### src/rtl/ssalarm_pkg.sv
package ssalarm_pkg;

   // Outcome of one configuration write attempt
   typedef enum logic [1:0] {
      WR_NONE   = 2'd0,   // no request this cycle
      WR_TAKE   = 2'd1,   // request accepted
      WR_LOCKED = 2'd2,   // protection still locked
      WR_ARMED  = 2'd3    // alarm running outside initialization
   } wr_verdict_e;

endpackage

### src/rtl/ssalarm_wrgate.sv
module ssalarm_wrgate
   import ssalarm_pkg::*;
(
   input  logic        wr_req,
   input  logic        unlock,
   input  logic        alarm_en,
   input  logic        init_mode,
   output wr_verdict_e verdict
);

   always_comb begin
      if (!wr_req) begin
         verdict = WR_NONE;
      end else if (!unlock) begin
         verdict = WR_LOCKED;
      end else if (alarm_en && !init_mode) begin
         verdict = WR_ARMED;
      end else begin
         verdict = WR_TAKE;
      end
   end

endmodule

### src/rtl/ssalarm_cfg.sv
module ssalarm_cfg #(
   parameter int DW       = 32,
   parameter int SS_W     = 15,
   parameter int MASK_W   = 4,
   parameter int MASK_LSB = 24
) (
   input  logic              clk,
   input  logic              bkp_rst_n,
   input  logic              take,
   input  logic [DW-1:0]     wdata,
   output logic [SS_W-1:0]   val_q,
   output logic [MASK_W-1:0] mask_q,
   output logic [DW-1:0]     rdata
);

   localparam int MASK_MSB = MASK_LSB + MASK_W - 1;

   generate
      if (MASK_LSB < SS_W) begin : g_bad_overlap
         $error("ssalarm_cfg: mask field overlaps compare value");
      end
      if (MASK_MSB >= DW) begin : g_bad_width
         $error("ssalarm_cfg: mask field exceeds word width");
      end
   endgenerate

   // Configuration storage, backup domain only
   always_ff @(posedge clk or negedge bkp_rst_n) begin
      if (!bkp_rst_n) begin
         val_q  <= '0;
         mask_q <= '0;
      end else if (take) begin
         val_q  <= wdata[SS_W-1:0];
         mask_q <= wdata[MASK_MSB:MASK_LSB];
      end
   end

   // Read image assembled bit by bit; reserved positions tie to zero
   for (genvar b = 0; b < DW; b++) begin : g_rd
      if (b < SS_W) begin : g_val
         assign rdata[b] = val_q[b];
      end else if (b >= MASK_LSB && b <= MASK_MSB) begin : g_mask
         assign rdata[b] = mask_q[b-MASK_LSB];
      end else begin : g_rsvd
         assign rdata[b] = 1'b0;
      end
   end

endmodule

### src/rtl/ssalarm_ssmatch.sv
module ssalarm_ssmatch #(
   parameter int SS_W   = 15,
   parameter int MASK_W = 4
) (
   input  logic [MASK_W-1:0] mask_cnt,
   input  logic [SS_W-1:0]   cmp_val,
   input  logic [SS_W-1:0]   cnt_bits,
   input  logic              sec_tick,
   output logic              hit
);

   generate
      if (SS_W > (1 << MASK_W) - 1) begin : g_bad_mask
         $error("ssalarm_ssmatch: mask count too narrow for full compare");
      end
   endgenerate

   logic [SS_W-1:0] care;
   logic [SS_W-1:0] diff;

   // Bit i is compared when the count reaches above it
   for (genvar i = 0; i < SS_W; i++) begin : g_bit
      assign care[i] = (mask_cnt > MASK_W'(i));
      assign diff[i] = care[i] & (cnt_bits[i] ^ cmp_val[i]);
   end

   always_comb begin
      if (mask_cnt == '0) begin
         hit = sec_tick;
      end else begin
         hit = ~|diff;
      end
   end

endmodule

### src/rtl/ssalarm_pulse.sv
module ssalarm_pulse (
   input  logic clk,
   input  logic rst_n,
   input  logic cond,
   output logic pulse
);

   logic cond_q;

   always_ff @(posedge clk or negedge rst_n) begin
      if (!rst_n) begin
         cond_q <= 1'b0;
         pulse  <= 1'b0;
      end else begin
         cond_q <= cond;
         pulse  <= cond & ~cond_q;
      end
   end

endmodule

### src/rtl/ssalarm_cmp.sv
module ssalarm_cmp
   import ssalarm_pkg::*;
#(
   parameter int DW       = 32,
   parameter int SS_W     = 15,
   parameter int MASK_W   = 4,
   parameter int MASK_LSB = 24
) (
   input  logic            clk,
   input  logic            bkp_rst_n,
   input  logic            sys_rst_n,
   input  logic            wr_en,
   input  logic [DW-1:0]   wr_data,
   output logic [DW-1:0]   cfg_rdata,
   input  logic            alarm_en,
   input  logic            init_mode,
   input  logic            wp_unlock,
   input  logic [SS_W:0]   sub_cnt,
   input  logic            other_match,
   input  logic            sec_tick,
   output logic            alarm_flag
);

   localparam int CNT_W = SS_W + 1;

   wr_verdict_e       verdict;
   logic              take;
   logic [SS_W-1:0]   val_q;
   logic [MASK_W-1:0] mask_q;
   logic              ss_hit;
   logic              cond;
   logic              alarm_rst_n;
   logic              cnt_ovf_unused;

   // Overflow bit deliberately excluded from the compare
   assign cnt_ovf_unused = sub_cnt[CNT_W-1];

   ssalarm_wrgate u_gate (
      .wr_req    (wr_en),
      .unlock    (wp_unlock),
      .alarm_en  (alarm_en),
      .init_mode (init_mode),
      .verdict   (verdict)
   );

   assign take = (verdict == WR_TAKE);

   ssalarm_cfg #(
      .DW       (DW),
      .SS_W     (SS_W),
      .MASK_W   (MASK_W),
      .MASK_LSB (MASK_LSB)
   ) u_cfg (
      .clk       (clk),
      .bkp_rst_n (bkp_rst_n),
      .take      (take),
      .wdata     (wr_data),
      .val_q     (val_q),
      .mask_q    (mask_q),
      .rdata     (cfg_rdata)
   );

   ssalarm_ssmatch #(
      .SS_W   (SS_W),
      .MASK_W (MASK_W)
   ) u_match (
      .mask_cnt (mask_q),
      .cmp_val  (val_q),
      .cnt_bits (sub_cnt[SS_W-1:0]),
      .sec_tick (sec_tick),
      .hit      (ss_hit)
   );

   assign cond        = ss_hit & other_match & alarm_en;
   assign alarm_rst_n = bkp_rst_n & sys_rst_n;

   ssalarm_pulse u_pulse (
      .clk   (clk),
      .rst_n (alarm_rst_n),
      .cond  (cond),
      .pulse (alarm_flag)
   );

endmodule

### config.mk
export PLATFORM = sky130hd
export DESIGN_NAME = ssalarm_cmp
export DESIGN_NICKNAME = d
export VERILOG_FILES = /design/src/rtl/ssalarm_pkg.sv /design/src/rtl/ssalarm_wrgate.sv /design/src/rtl/ssalarm_cfg.sv /design/src/rtl/ssalarm_ssmatch.sv /design/src/rtl/ssalarm_pulse.sv /design/src/rtl/ssalarm_cmp.sv
export SDC_FILE = /design/constraint.sdc
export NUM_CORES = 1
export LEC_CHECK = 0
export ABC_AREA = 1
export BUFFER_PORTS_ARGS = -buffer_cell sky130_fd_sc_hd__buf_2
export CAP_MARGIN = 20
export CORE_AREA = 2 2 62 64
export DETAILED_ROUTE_END_ITERATION = 6
export DIE_AREA = 0 0 64 66
export PLACE_DENSITY_LB_ADDON = 0.25
export SYNTH_ARGS = -nofsm -noshare
export SYNTH_HDL_FRONTEND = slang
export SYNTH_SLANG_ARGS = --single-unit
### constraint.sdc
create_clock -name clk -period 1.1 [get_ports clk]
set_input_delay 0.055 -clock clk [delete_from_list [all_inputs] [get_ports clk]]
set_output_delay 0.055 -clock clk [all_outputs]
set_load 0.03 [all_outputs]
* Yosys cells after proc, flatten, opt, wreduce, memory -nomap -nowiden
Index checks and enable logic that the tools add are counted.
** Cells by class
- Add/sub/neg operators :: 0
- $mul :: 0
- Divide/modulo/power cells :: 0
- $lt $le $gt $ge :: 15
- Equality and inequality tests :: 1
- Shifts and indexed selects :: 0
- Mux-type cells :: 4
- Bitwise operators :: 35
- Reduce and logical (&&, ||, !) cells :: 5
** Operators by type and width (number)
- $gt A4 B4 Y1 const B :: 7
- $and A1 B1 Y1 :: 19
- $gt A4 B3 Y1 const B :: 4
- $reduce_or A15 Y1 :: 1
- $xor A1 B1 Y1 :: 15
- $gt A4 B1 Y1 const B :: 2
- $gt A4 B2 Y1 const B :: 2
- $mux W2 :: 3
- $logic_not A4 Y1 :: 1
- $eq A2 B1 Y1 const B :: 1
- $logic_not A1 Y1 :: 2
- $logic_and A1 B1 Y1 :: 1
- $mux W1 :: 1
- $not A1 Y1 :: 1
** Word-level totals
- Register bits :: 21
- Latch bits :: 0
- RAM bits :: 0
- ROM bits :: 0
- Input bits :: 57
- Output and inout bits :: 33
- Word-level logic and storage cells :: 64
- Memories kept :: 0

* Depth between registers and ports, before layout
- Depth in word-level cells :: 8
- Mapped depth :: 12

* Modules after synthesis
A second synthesis with hierarchy kept.
** Unflattened totals
- Cells, all modules :: 230
- Area total of the unflattened synthesis :: 1526.5 µm²
** By module, submodules not included
- ssalarm_cfg :: times used 1, cells each 113, area an instance 982.2 µm²
- ssalarm_ssmatch :: times used 1, cells each 100, area an instance 427.9 µm²
- ssalarm_pulse :: times used 1, cells each 4, area an instance 60.1 µm²
- ssalarm_cmp :: times used 1, cells each 7, area an instance 28.8 µm²
- ssalarm_wrgate :: times used 1, cells each 6, area an instance 27.5 µm²

* Least setup slack after synthesis
Ideal clock, no wire load.
- Path type :: register to register
- From :: reg u_cfg.mask_q[1]
- To :: reg u_pulse.cond_q
- Setup time :: 114 ps
- Data arrival time :: 1320 ps
- Required time :: 986 ps
- Path slack :: -334 ps
- Stages on the path, launching flop included :: 12
- Buffers on the path :: 0
- Cells stage by stage :: dfrtp_1 > nand2_1 > a21oi_1 > nand2_1 > nand3_1 > nand2_1 > nand2_1 > nand2_1 > nand2_1 > nand2_1 > nand2_2 > inv_1
** On the way
- Word-level cells in the longest chain between the ends :: 7
- Elaborated cells between the ends (all ways) :: 36
- Those cells by class :: order compare: 15; mux: 1; bitwise: 17; reduce/logical: 3
** Ends and longest elaborated chain
- start, declared :: RTL line ssalarm_cfg.sv:12 : output logic [MASK_W-1:0] mask_q,
- start signal, assigned :: RTL line ssalarm_cfg.sv:34 : mask_q <= wdata[MASK_MSB:MASK_LSB];
- $gt A4 B1 Y1, or another cell as far along :: RTL line ssalarm_ssmatch.sv:23 : assign care[i] = (mask_cnt > MASK_W'(i));
- $and A1 B1 Y1 :: RTL line ssalarm_ssmatch.sv:24 : assign diff[i] = care[i] & (cnt_bits[i] ^ cmp_val[i]);
- $reduce_or A15 Y1 :: RTL line ssalarm_ssmatch.sv:31 : hit = ~|diff;
- $logic_not A1 Y1 :: RTL line ssalarm_ssmatch.sv:31
- $mux W1 (*) :: RTL line ssalarm_ssmatch.sv:28 : if (mask_cnt == '0) begin
- $and A1 B1 Y1 (*) (2 in series) :: RTL line ssalarm_cmp.sv:74 : assign cond = ss_hit & other_match & alarm_en;
- via cond :: RTL line ssalarm_cmp.sv:31 : logic cond;
- end signal, assigned :: RTL line ssalarm_pulse.sv:15 : cond_q <= cond;
- end, declared :: RTL line ssalarm_pulse.sv:8 : logic cond_q;
Mark *: on every way through the listed nets, which the timed path passes. The rest lies on a longest branch.
A chain may end at the register's enable or synchronous reset.

* Final worst setup path
- From :: reg u_cfg.mask_q[3]
- To :: reg u_pulse.pulse
** On the way
- Word-level cells in the longest chain between the ends :: 8
- Elaborated cells between the ends (all ways) :: 37
- Those cells by class :: order compare: 15; mux: 1; bitwise: 18; reduce/logical: 3
** Ends and longest elaborated chain
- $gt A4 B1 Y1, or another cell as far along :: RTL line ssalarm_ssmatch.sv:23
- $and A1 B1 Y1 :: RTL line ssalarm_ssmatch.sv:24
- $reduce_or A15 Y1 :: RTL line ssalarm_ssmatch.sv:31
- $logic_not A1 Y1 :: RTL line ssalarm_ssmatch.sv:31
- $mux W1 (*) :: RTL line ssalarm_ssmatch.sv:28
- $and A1 B1 Y1 (*) (2 in series) :: RTL line ssalarm_cmp.sv:74
- $and A1 B1 Y1 (*) :: RTL line ssalarm_pulse.sv:16 : pulse <= cond & ~cond_q;
- end signal, assigned :: RTL line ssalarm_pulse.sv:16
- end, declared :: RTL line ssalarm_pulse.sv:5 : output logic pulse
Every way passes the cells marked *; elsewhere a longest branch is shown, timed or not.

==> summary.md <==
| Metric | Value |
|---|---|
| Critical path fanouts, max | 4 |
| Wire per inst | 10.6 µm |
| Drt pass-1 iters | 4 |
| CP peak stage delay | 460 ps |
| Die area | 4220 µm² |
| Synthesized area per cell | 8.05 µm² |
| Initial antenna violation count | 0 |
| Die width | 64 µm |
| Area added between synthesis and finish | 68.2% |
| Actual slew at the worst max-slew pin | 871 ps |
| Vias in the first global route | 1,318 |
| All-layer global routing usage | 16.5% |
| Number of synthesized register bits | 21 |
| Total routed wirelength | 3.36 mm |
| Final WS setup | -221 ps |
| Dpl cells | 290 |
| Ys Warns | 0 |
| Clk_skew | 0.548 ps |
| RD Place Congestion | 0.822 |
| Crit path time final | 1320 ps |
| Worst-Skew Late Latency | 300 ps |
| Status | complete, but fails checks |
| Pwr dens | 1280 nW/µm² |
| Fmax | 757 MHz |
| Die H | 66 µm |
| Sum Neg Setup Slack | -419 ps |
| Clk slew on worst S/H paths | 120 ps |
| CP Cell Sequence | nor2_4 > nand2_1 > nand2_1 > nand2_1 > nor2_1 > nand3_1 > nor2_1 > nand2_1 > nand2_1 > nand2_2 > nor2_2 |
| Fin. Hold Viols | 0 |
| Maximum clock path buffer count | 2 |
| Register-to-Register Path Depth | 11 |
| HPWL after detailed placement | 2.34 mm |
| Seq/Total Area, Yosys | 40.8% |
| # setup viols final | 3 |
| CTS tree | done |
| Overflow after GRT | 0 |
| Root Buffer | clkbuf_4 |
| VDD IR max | 695 µV |
| Hold Path Cell Cnt | 3 |
| Period utilization | 120% |
| Post-Layout Inst Area | 2170 µm² |
| Nets | 328 |
| IO Pins | 90 |
| Violated checks | negative setup slack |
| Count of cell types in the netlist | 24 |
| Synth Instances | 160 |
| Cell mode on critical path | nand2_1 |
| Max_cap viols | 0 |
| Setup Crit Path Kind | register to register |
| Final std cells w/o fill | 318 |
| Fraction of layout cells with a size suffix above 1 | 42.2% |
| Worst endpoint required time | 1350 ps |
| Placed Area | 1790 µm² |
| Clock sink total | 21 |
| Worst Hold Class | primary input to register |
| Core area | 3550 µm² |
| Crit. End Element | register |
| Routed Antenna Nets | 0 |
| Routed vias | 1,321 |
| H-Tree Depth | 1 |
| Mapped cell area | 1290 µm² |
| Crit path arrival time | 1570 ps |
| Pins over their slew limit | 0 |
| Starting DRC count in detailed routing | 25 |
| Number of port buffers | 62 |
| Vias/cell | 4.15 |
| Antenna cells | 0 |
| Leakage | 0.00119 µW |
| Largest net degree at the start of global routing | 20 |
| Starting density of the core | 36.3% |
| # DRC | 0 |
| Inserted Clock Buffers | 3 |
| CP max stage cell | dfrtp_2 |
| Slew margin rel. | 41.9% |
| Worst setup SP type | register |
| Site Rows | 22 |
| RSZ-0062 raised after global routing | yes |
| Global-route wire length before repair | 5.46 mm |
## repair_timing
action,in CTS,in global routing
gates resized for setup,11,36
hold buffers,21,0
pin swaps,5,3
gates cloned,0,0
hold endpoints to repair,39,0
setup buffers,2,5
endpoints found under the setup margin,4,33
## flip-flops by register name, summed over array words and instances (netlist names)
| name | count |
|---|---|
| u_cfg.mask_q | 4 |
| u_cfg.val_q | 15 |
| u_pulse.cond_q | 1 |
| u_pulse.pulse | 1 |
## where the power goes
group | total (µW) | switching (µW) | leakage (µW) | internal, µW
Combinational | 1380 | 712 | 0.000939 | 667
Sequential | 1010 | 116 | 0.000238 | 897
Clock | 376 | 235 | 0.0000150 | 141
## cells in the mapped netlist, drive strengths merged
library cell / instances / area share (%)
xor2: 3 / 2.0
nand3: 8 / 3.1
nand3b: 1 / 0.58
buf: 15 / 8.6
dfrtp: 21 / 41
nor2: 17 / 5.9
or2: 2 / 0.97
inv: 23 / 6.7
nand2: 41 / 13
mux2: 11 / 9.6
clkinv: 1 / 0.29
conb: 1 / 0.29
o211ai: 1 / 1.7
o21ai: 3 / 1.2
a21oi: 9 / 3.5
xnor2: 3 / 2.0
## logic make-up after synthesis
| group | Yosys count | share of synthesized area [%] |
|---|---|---|
| xor gates and xnor gates | 6 | 4.08 |
| and+or+nand+nor | 69 | 23.3 |
| DFF | 21 | 40.8 |
| other | 1 | 0.291 |
| buffers and inverters | 39 | 15.5 |
| muxes | 11 | 9.62 |
| AOI/OAI and AO/OA | 13 | 6.32 |
## cell usage in the layout (no fill, tap or decap), drive strengths merged
| master | Yosys | layout |
|---|---|---|
| dlymetal6s4s | 0 | 1 |
| nand3b | 1 | 1 |
| a21oi | 9 | 9 |
| or2 | 2 | 2 |
| nand2 | 41 | 41 |
| clkinv | 1 | 1 |
| dlygate4sd3 | 0 | 20 |
| nand3 | 8 | 8 |
| buf | 15 | 88 |
| o21ai | 3 | 3 |
| clkbuf | 0 | 4 |
| xnor2 | 3 | 3 |
| dfrtp | 21 | 21 |
| mux2 | 11 | 11 |
| xor2 | 3 | 3 |
| nor2 | 17 | 17 |
| conb | 1 | 13 |
| inv | 23 | 23 |
| o211ai | 1 | 1 |
## metrics by stage
| step | setup WS (ps) | hold WS [ps] | power, µW | utilization [%] |
|---|---|---|---|---|
| after detailed placement | -240 | -75.7 | 2160 | 50.4 |
| after CTS | -211 | 28.3 | 2660 | 58.4 |
| after global placement | -208 | -72.5 | 2150 | 50.4 |
| after floorplan | -194 | -241 | 1710 | - |
| final | -221 | 40.9 | 2770 | 61.0 |
| after global routing | -380 | 64.8 | 2970 | 61.0 |
## final timing paths
check	slack, ps	start	to
setup / recovery	-220	u_cfg.mask_q[3]$_DFFE_PN0N_	u_pulse.pulse$_DFF_PN0_
setup reg to reg	-220	u_cfg.mask_q[3]$_DFFE_PN0N_	u_pulse.pulse$_DFF_PN0_
min in group asynchronous	90	bkp_rst_n	u_cfg.val_q[7]$_DFFE_PN0N_
hold reg to reg	420	u_pulse.cond_q$_DFF_PN0_	u_pulse.pulse$_DFF_PN0_
max in group asynchronous	300	sys_rst_n	u_pulse.cond_q$_DFF_PN0_
hold / removal	40	wr_data[25]	u_cfg.mask_q[1]$_DFFE_PN0N_
## cell type report
cell class                 instances  area, µm²
fill                             308       1390
inverter                          24       90.1
timing repair buffer             109        825
clock buffer                       4       26.3
multi-input combinational        112        631
tap                               48       60.1
sequential                        21        534
## routing by layer
layer  vias up  track usage, %  wire length, µm
li1        688               -                -
met1       581            18.7             1360
met2        48            30.6             1730
met3         4            4.09              256
met4         0            4.89               25
met5         -               0                0
## critical path: cells and delay by family (launching register included)
family / cells / cell delay, ps
and+or+nand+nor: 11 / 810
DFF: 1 / 460
No activity file was read; power rests on OpenSTA's default activity.
